==> config.mk <==
export PLATFORM = sky130hd
export DESIGN_NAME = fault_status_unit
export DESIGN_NICKNAME = d
export VERILOG_FILES = /design/src/rtl/fsc_pkg.sv /design/src/rtl/fsc_ctrl.sv /design/src/rtl/fsc_datapath.sv /design/src/rtl/fault_status_unit.sv
export SDC_FILE = /design/constraint.sdc
export NUM_CORES = 1
export LEC_CHECK = 0
export ABC_AREA = 1
export CORE_ASPECT_RATIO = 0.8
export CORE_MARGIN = 2
export CORE_UTILIZATION = 27
export DETAILED_ROUTE_END_ITERATION = 8
export GPL_TIMING_DRIVEN = 0
export PLACE_DENSITY = 0.58
export SYNTH_ARGS = -nofsm -noshare
export SYNTH_HDL_FRONTEND = slang
export SYNTH_SLANG_ARGS = --single-unit
==> constraint.sdc <==
create_clock -name clk -period 1.6 [get_ports clk]
set_input_delay 0.16 -clock clk [delete_from_list [all_inputs] [get_ports clk]]
set_output_delay 0.16 -clock clk [all_outputs]
set_load 0.01 [all_outputs]
==> src/rtl/fsc_pkg.sv <==
package fsc_pkg;
  localparam int STATUS_W = 32;
  localparam int EBE_W    = 8;
  localparam int EBE_LSB  = 10;
  localparam int EBE_MSB  = EBE_LSB + EBE_W - 1;

  typedef struct packed {
    logic capture;
    logic setOw;
    logic clearOw;
  } ctrlStrobes_t;
endpackage

==> src/rtl/fsc_ctrl.sv <==
module fsc_ctrl
  import fsc_pkg::*;
#(
  parameter int ASI_W      = 8,
  parameter int EXEMPT_ASI = 9
) (
  input  logic             clk,
  input  logic             rst_n,
  input  logic             faultStrobe,
  input  logic             statusRead,
  input  logic             noFaultEn,
  input  logic [ASI_W-1:0] faultAsi,
  output ctrlStrobes_t     strb,
  output logic             trapReq
);
  localparam logic [ASI_W-1:0] EXEMPT = ASI_W'(EXEMPT_ASI);

  logic pending;
  logic trapAllowed;

  assign trapAllowed  = !noFaultEn || (faultAsi == EXEMPT);
  assign strb.capture = faultStrobe;
  assign strb.setOw   = faultStrobe && pending && !statusRead;
  assign strb.clearOw = statusRead;

  always_ff @(posedge clk) begin
    if (!rst_n) begin
      pending <= 1'b0;
      trapReq <= 1'b0;
    end else begin
      if (faultStrobe)     pending <= 1'b1;
      else if (statusRead) pending <= 1'b0;
      trapReq <= faultStrobe && trapAllowed;
    end
  end

  // a trap pulse always follows a strobe
  assert_trap_follows_strobe_R7: assert property (@(posedge clk) disable iff (!rst_n)
    trapReq |-> $past(faultStrobe));

  // in no-fault mode only the exempt space traps
  assert_nofault_exempt_R8: assert property (@(posedge clk) disable iff (!rst_n)
    trapReq |-> ($past(!noFaultEn) || $past(faultAsi) == EXEMPT));
endmodule

==> src/rtl/fsc_datapath.sv <==
module fsc_datapath
  import fsc_pkg::*;
#(
  parameter int ADDR_W = 32
) (
  input  logic                clk,
  input  logic                rst_n,
  input  ctrlStrobes_t        strb,
  input  logic [1:0]          faultLevel,
  input  logic [2:0]          faultAccType,
  input  logic [2:0]          faultType,
  input  logic [EBE_W-1:0]    busErrFlags,
  input  logic                faultAddrValid,
  input  logic [ADDR_W-1:0]   faultVaddr,
  output logic [STATUS_W-1:0] statusWord,
  output logic [ADDR_W-1:0]   faultAddr
);
  localparam int RESV_W = STATUS_W - EBE_MSB - 1;

  logic [EBE_W-1:0] ebeQ;
  logic [1:0]       levelQ;
  logic [2:0]       accQ;
  logic [2:0]       typeQ;
  logic             favQ;
  logic             owQ;

  always_ff @(posedge clk) begin
    if (!rst_n) begin
      ebeQ      <= '0;
      levelQ    <= '0;
      accQ      <= '0;
      typeQ     <= '0;
      favQ      <= 1'b0;
      owQ       <= 1'b0;
      faultAddr <= '0;
    end else if (strb.capture) begin
      ebeQ      <= busErrFlags;
      levelQ    <= faultLevel;
      accQ      <= faultAccType;
      typeQ     <= faultType;
      favQ      <= faultAddrValid;
      owQ       <= strb.setOw;
      faultAddr <= faultVaddr;
    end else if (strb.clearOw) begin
      owQ <= 1'b0;
    end
  end

  assign statusWord = {{RESV_W{1'b0}}, ebeQ, levelQ, accQ, typeQ, favQ, owQ};

  // captured fields reflect the preceding strobe
  assert_fields_capture_R2: assert property (@(posedge clk) disable iff (!rst_n)
    strb.capture |=> (statusWord[9:2] == {$past(faultLevel), $past(faultAccType), $past(faultType)})
                     && statusWord[1] == $past(faultAddrValid));

  // address capture
  assert_addr_capture_R3: assert property (@(posedge clk) disable iff (!rst_n)
    strb.capture |=> faultAddr == $past(faultVaddr));

  // bus error flags land in their field
  assert_ebe_capture_R9: assert property (@(posedge clk) disable iff (!rst_n)
    strb.capture |=> statusWord[EBE_MSB:EBE_LSB] == $past(busErrFlags));

  // a status read always leaves the overwrite bit clear
  assert_read_clears_ow_R5: assert property (@(posedge clk) disable iff (!rst_n)
    strb.clearOw |=> !statusWord[0]);
endmodule

==> src/rtl/fault_status_unit.sv <==
module fault_status_unit
  import fsc_pkg::*;
#(
  parameter int ADDR_W     = 32,
  parameter int ASI_W      = 8,
  parameter int EXEMPT_ASI = 9
) (
  input  logic              clk,
  input  logic              rst_n,
  input  logic              noFaultEn,
  input  logic              faultStrobe,
  input  logic [1:0]        faultLevel,
  input  logic [2:0]        faultAccType,
  input  logic [2:0]        faultType,
  input  logic [7:0]        busErrFlags,
  input  logic              faultAddrValid,
  input  logic [ADDR_W-1:0] faultVaddr,
  input  logic [ASI_W-1:0]  faultAsi,
  input  logic              rdEn,
  input  logic              rdSel,
  output logic [31:0]       rdData,
  output logic              trapReq
);
  ctrlStrobes_t        strb;
  logic                statusRead;
  logic [STATUS_W-1:0] statusWord;
  logic [ADDR_W-1:0]   faultAddr;

  assign statusRead = rdEn && !rdSel;

  fsc_ctrl #(.ASI_W(ASI_W), .EXEMPT_ASI(EXEMPT_ASI)) ctrl_i (
    .clk(clk), .rst_n(rst_n), .faultStrobe(faultStrobe), .statusRead(statusRead),
    .noFaultEn(noFaultEn), .faultAsi(faultAsi), .strb(strb), .trapReq(trapReq));

  fsc_datapath #(.ADDR_W(ADDR_W)) dp_i (
    .clk(clk), .rst_n(rst_n), .strb(strb), .faultLevel(faultLevel),
    .faultAccType(faultAccType), .faultType(faultType), .busErrFlags(busErrFlags),
    .faultAddrValid(faultAddrValid), .faultVaddr(faultVaddr),
    .statusWord(statusWord), .faultAddr(faultAddr));

  assign rdData = rdSel ? 32'(faultAddr) : statusWord;

  // registers are zero in the first cycle after reset
  assert_reset_clear_R1: assert property (@(posedge clk)
    $past(!rst_n) |-> (statusWord == '0 && faultAddr == '0 && !trapReq));
endmodule

==> flow_summary.toml, run 1 <==
[placement]
gp_congestion = 0.803
dp_slack_ns = 0.0729
hpwl_microns = 4720
io_buffers = 94

[clock_tree]
cts_buffer_depth = 2
cts_tree = "yes"
cts_sinks = 52
cts-htree-levels = 2
ctsHoldBuffers = 0
clk_latency_ns = 0.30
ctsRootBufferMaster = "clkbuf_8"
cts_buffers = 5
cts.clk_slew.worst_paths_ns = 0.09

[timing]
hold_slack_ns = 0.230
min_period_over_period_pct = 94.3
fmax_mhz = 663
rsz0062_at_grt = "no"
final-setup-viol-count = 0
setup_tns_ns = 0
hold_violations = 0
slew_headroom_pct = 80.5
max_slew.worst_pin.slew_ns = 0.291
worst_slack_ns = 0.0917
finalMaxSlewViolations = 0
fin_skew_ns = 0.0000197
period_needed_ns = 1.51

[logic_synthesis]
netlist_instances = 323
avgSynthCellArea_sq_um = 6.76
ys_seq_elements = 52
yosysTopAreaCell = "dfxtp_1"
syn-cell-area_sq_um = 2180
synth.net_count = 386
ys_async_sr_fraction_pct = 0
synth_top_area_share_pct = 47.7
synth_edf_count = 0
yosys-top-cells-count = "103 x nor2_1, 75 x nand2_1, 52 x dfxtp_1"
yosysSeqAreaShare_pct = 47.7
yosys_warnings = 0
synth_most_common_cell = "nor2_1"
synth_area_leaders = "dfxtp_1 48%, nor2_1 18%, nand2_1 13%"
synthDistinctLibCells = 12
synth_ff_type = "dfxtp_1"

[grt]
overflow = 0
track_usage_pct = 15.3
grt_pass1_wl_microns = 10900
grt_max_degree = 17
antenna_found_initial = 0
grt_pass1_vias = 2379

[cells_and_area]
layout.nets = 487
n_fill_cell = 890
syn2layout_area_growth_pct = 53.9
layout-drive-gt1-share_pct = 7.53
fin_util_pct = 42.7
n_antenna_cell = 0

[floorplanning]
die_h_microns = 84.4
core_area_sq_um = 7870
num_rows = 29
die_area_sq_um = 8820
die_w_microns = 105
ios = 96
initial_core_util_pct = 27.7

[critical_path]
arrival_ns = 1.35
cp-end-kind = "output port"
path_class = "in2out"
cp.required_ns = 1.44
critPathMaxFanout = 10
worstSetupStartpointType = "input pin"

[pwr]
leakage_nw = 1.54
p_per_area_nw_per_um2 = 829
ir_drop_v = 0.000367

[detailed_routing]
wirelength_microns = 6380
remaining_drc_errors = 0
vias = 2266
postRouteAntennaNets = 0
viasPerCell = 4.25
dr.pass1.iters = 4
wl_per_cell_microns = 12.0
drtIter0Drc = 50

[job]
cap_violations = 0

[status]
outcome = "complete, no violations"

[worst_hold_path]
worstHoldPathType = "in2reg"
[cell usage in the layout (no fill, tap or decap), drive strengths merged]
master / n
dfxtp: 52
nor2: 105
clkinvlp: 2
inv: 19
o21ai: 51
buf: 16
nand2: 75
clkdlybuf4s50: 94
clkbuf: 10
a21oi: 1
[worst max-delay path: stages]
cell and delay, ns:
buf_2 0.18, buf_2 0.28, nand2_1 0.09, nand2_1 0.09, clkdlybuf4s50_1 0.54
[metal layers]
metal	wire length [microns]	global-route usage, %
met1	3090	19.5
met2	2710	25.1
met3	505	5.12
met4	72	4.05
met5	0	0
[kinds of logic after synthesis]
logic type	count (synthesis)	synth area share, %
compound gates	52	11.9
simple gates	180	31.2
flops	52	47.7
buf+inv	39	9.17
[per-stage QoR]
step	cells	area, sq um	power (mW)
floorplan	323	2180	1.68
global placement	525	3260	2.01
detailed placement	525	3260	2.02
CTS	533	3360	2.82
global route	533	3360	2.93
finish	533	3360	2.78
[worst paths after layout]
check                           slack [ns]                             from  depth (start not counted)                              end
worst max-delay path                  0.09                            rdSel                          5                       rdData[17]
worst min register to register        0.47      ctrl_i.pending$_SDFFE_PN0P_                          2            dp_i.owQ$_SDFFE_PN0P_
worst min-delay path                  0.23                            rdSel                          3      ctrl_i.pending$_SDFFE_PN0P_
worst max register to register        0.95  dp_i.faultAddr[30]$_SDFFE_PN0P_                          2  dp_i.faultAddr[30]$_SDFFE_PN0P_
[state kept, by name (all words and copies together) (netlist names)]
signal	flops
dp_i.owQ	1
dp_i.faultAddr	32
ctrl_i.pending	1
dp_i.ebeQ	8
ctrl_i.trapReq	1
dp_i.favQ	1
dp_i.accQ	3
dp_i.levelQ	2
dp_i.typeQ	3
[final cells by class]
| class | count | area (sq um) | share of cell area (%) |
|---|---|---|---|
| timing repair buffer | 94 | 941 | 28.0 |
| inverter | 19 | 73.8 | 2.20 |
| buffer | 20 | 129 | 3.84 |
| clock buffer | 6 | 82.6 | 2.46 |
| clock inverter | 2 | 15.0 | 0.447 |
| multi-input combinational | 232 | 941 | 28.0 |
| sequential | 52 | 1040 | 31.0 |
| tap | 108 | 135 | 4.02 |
[repair_timing]
action | 4_1_cts | 5_1_grt
setup buffers | 0 | 0
endpoints found under the setup margin | 0 | 6
resized for setup | 0 | 1
[power breakdown]
part	total [mW]	switching, mW	internal (mW)
logic	0.557	0.244	0.313
registers	1.42	0.0413	1.38
clock network	0.803	0.452	0.351
No activity file was read; power rests on OpenSTA's default activity.
==> run 2: changes to the inputs <==
- CORE_UTILIZATION: 27 -> 45
- PLACE_DENSITY: 0.58 -> 0.87
==> run 2 against run 1 <==
- fmax is 1.3% lower
- sequential power barely moved
- combinational power fell by 0.7%
- sequential share of layout area grew 0.75 points
- flip-flop and latch count is the same
- total power down 3.8%
- via count up 1.5%
- register-to-register slack got worse by 0.02 ns
- routed wire length shrank 9.5%
- first-iteration DRC count up 52%
- worst setup slack worse by 0.020 ns
- count of clock-buffer cells in the layout fell by 1
- critical endpoint is now rdData[9]
==> flow_summary.toml, run 2 (synthesized netlist as in run 1, its figures left out) <==
[detailed_routing]
wl_per_cell_microns = 11.9
drtIter0Drc = 76
wirelength_microns = 5770
viasPerCell = 4.75
vias = 2301
remaining_drc_errors = 0
postRouteAntennaNets = 0
dr.pass1.iters = 4

[clock_tree]
cts-htree-levels = 2
cts_tree = "yes"
ctsRootBufferMaster = "clkbuf_8"
cts_resized = 0
cts_buffer_depth = 2
cts.clk_slew.worst_paths_ns = 0.08
clk_latency_ns = 0.30
cts_buffers = 5
ctsHoldBuffers = 0
cts_sinks = 52
cts_setup_buffers = 0

[floorplanning]
core_area_sq_um = 4620
die_w_microns = 81.9
die_area_sq_um = 5430
initial_core_util_pct = 47.2
num_rows = 22
ios = 96
die_h_microns = 66.3

[pwr]
p_per_area_nw_per_um2 = 817
ir_drop_v = 0.000436
leakage_nw = 1.54
total_power_mw = 2.68

[timing]
slew_headroom_pct = 82.1
min_period_over_period_pct = 95.5
final-setup-viol-count = 0
worst_slack_ns = 0.0715
rsz0062_at_grt = "no"
period_needed_ns = 1.53
max_slew.worst_pin.slew_ns = 0.267
finalMaxSlewViolations = 0
setup_tns_ns = 0
fin_skew_ns = 0.00172
hold_violations = 0
fmax_mhz = 654

[critical_path]
arrival_ns = 1.37
cp_slowest_cell = "clkdlybuf4s50_1"
path_class = "in2out"
cp-end-kind = "output port"
r2r_slack_ns = 0.93
cp_common_cell = "nand2_1"
path_cells = "buf_2, inv_2, buf_4, nand2_1, nand2_1, clkdlybuf4s50_1"
worstSetupStartpointType = "input pin"
path_buf_inv = 4
cp.required_ns = 1.44
crit_family = "buffers and inverters"
critPathMaxFanout = 10
reg2reg_from = "dp_i.ebeQ[4]$_SDFFE_PN0P_"
crit_path_max_incr_delay_ns = 0.57
reg2reg_depth = 2
r2r-end = "dp_i.ebeQ[4]$_SDFFE_PN0P_"

[grt]
grt_max_degree = 16
overflow = 0
antenna_found_initial = 0
grtUsageMet3_pct = 6.83
grt_pass1_wl_microns = 9320
top_usage_layer = "met2"
gr-usage-met1_pct = 25.2
grt_use_met2_pct = 38.5
grt_pass1_vias = 2256
track_usage_pct = 22.4

[worst_hold_path]
holdPathEnd = "ctrl_i.pending$_SDFFE_PN0P_"
worstHoldPathCells = 3
hold_start = "rdSel"
worstHoldPathType = "in2reg"

[cells_and_area]
largest_register_ffs = 32
stdcell_area_sq_um = 3280
n_antenna_cell = 0
syn2layout_area_growth_pct = 50.3
layout-drive-gt1-share_pct = 7.31
layout.nets = 487
n_fill_cell = 378
fin_util_pct = 70.9
largest-register = "dp_i.faultAddr"
final_cell_mix = "103 x nor2_1, 94 x clkdlybuf4s50_1, 75 x nand2_1, 52 x dfxtp_1, 51 x o21ai_0"
reg_top3 = "dp_i.faultAddr: 32 flops, dp_i.ebeQ: 8 flops"
final_common_cell = "nor2_1"

[status]
outcome = "complete, no violations"

[placement]
dp_slack_ns = 0.0937
hpwl_microns = 4320
placed_cell_area_sq_um = 3200
io_buffers = 94
gp_congestion = 0.787

[job]
cap_violations = 0
[run 2: changes by cell type in the layout (fill, tap and decap cells not counted)]
cell / before / now
clkinv_2: 0 / 1
inv_4: 1 / 0
inv_2: 1 / 2
clkbuf_8: 6 / 5
clkinvlp_4: 2 / 1
[run 2: report_power, final]
group	internal, mW	switching [mW]
combinational	0.312	0.241
clock	0.296	0.403
sequential	1.38	0.0423
[run 2: tightest hold or removal path: stages]
cell	delay (ns)
buf_2	0.14
nor2_1	0.10
o21ai_0	0.08
[run 2: through the flow]
step                      instances  hold slack, ns
final                           484           0.232
after global routing            484           0.272
after CTS                       484           0.239
after detailed placement        477           0.473
after global placement          477           0.453
after floorplan                 323           0.288
[run 2: metal layers]
layer | vias to the layer above | wire length (microns)
met5 | - | 0
met4 | 0 | 151
met3 | 15 | 412
met2 | 77 | 2610
met1 | 1018 | 2600
li1 | 1191 | -
[run 2: how the worst max path moves through the flow]
stage                     startpoint    endpoint  slack, ns  cells after the start
after global routing           rdSel   rdData[8]       0.01                      6
after floorplan                rdSel  rdData[10]       0.74                      5
after detailed placement       rdSel   rdData[9]       0.09                      6
after global placement         rdSel   rdData[9]       0.12                      6
after CTS                      rdSel   rdData[9]       0.08                      6
final                          rdSel   rdData[9]       0.07                      6
[run 2: cell type report]
type | count | area (sq um) | share of cell area (%)
Clock inverter | 2 | 12.5 | 0.382
Multi-Input combinational cell | 232 | 941 | 28.7
Buffer | 20 | 129 | 3.93
Tap cell | 60 | 75.1 | 2.29
Clock buffer | 5 | 68.8 | 2.10
Timing Repair Buffer | 94 | 941 | 28.7
Inverter | 19 | 71.3 | 2.17
Sequential cell | 52 | 1040 | 31.7
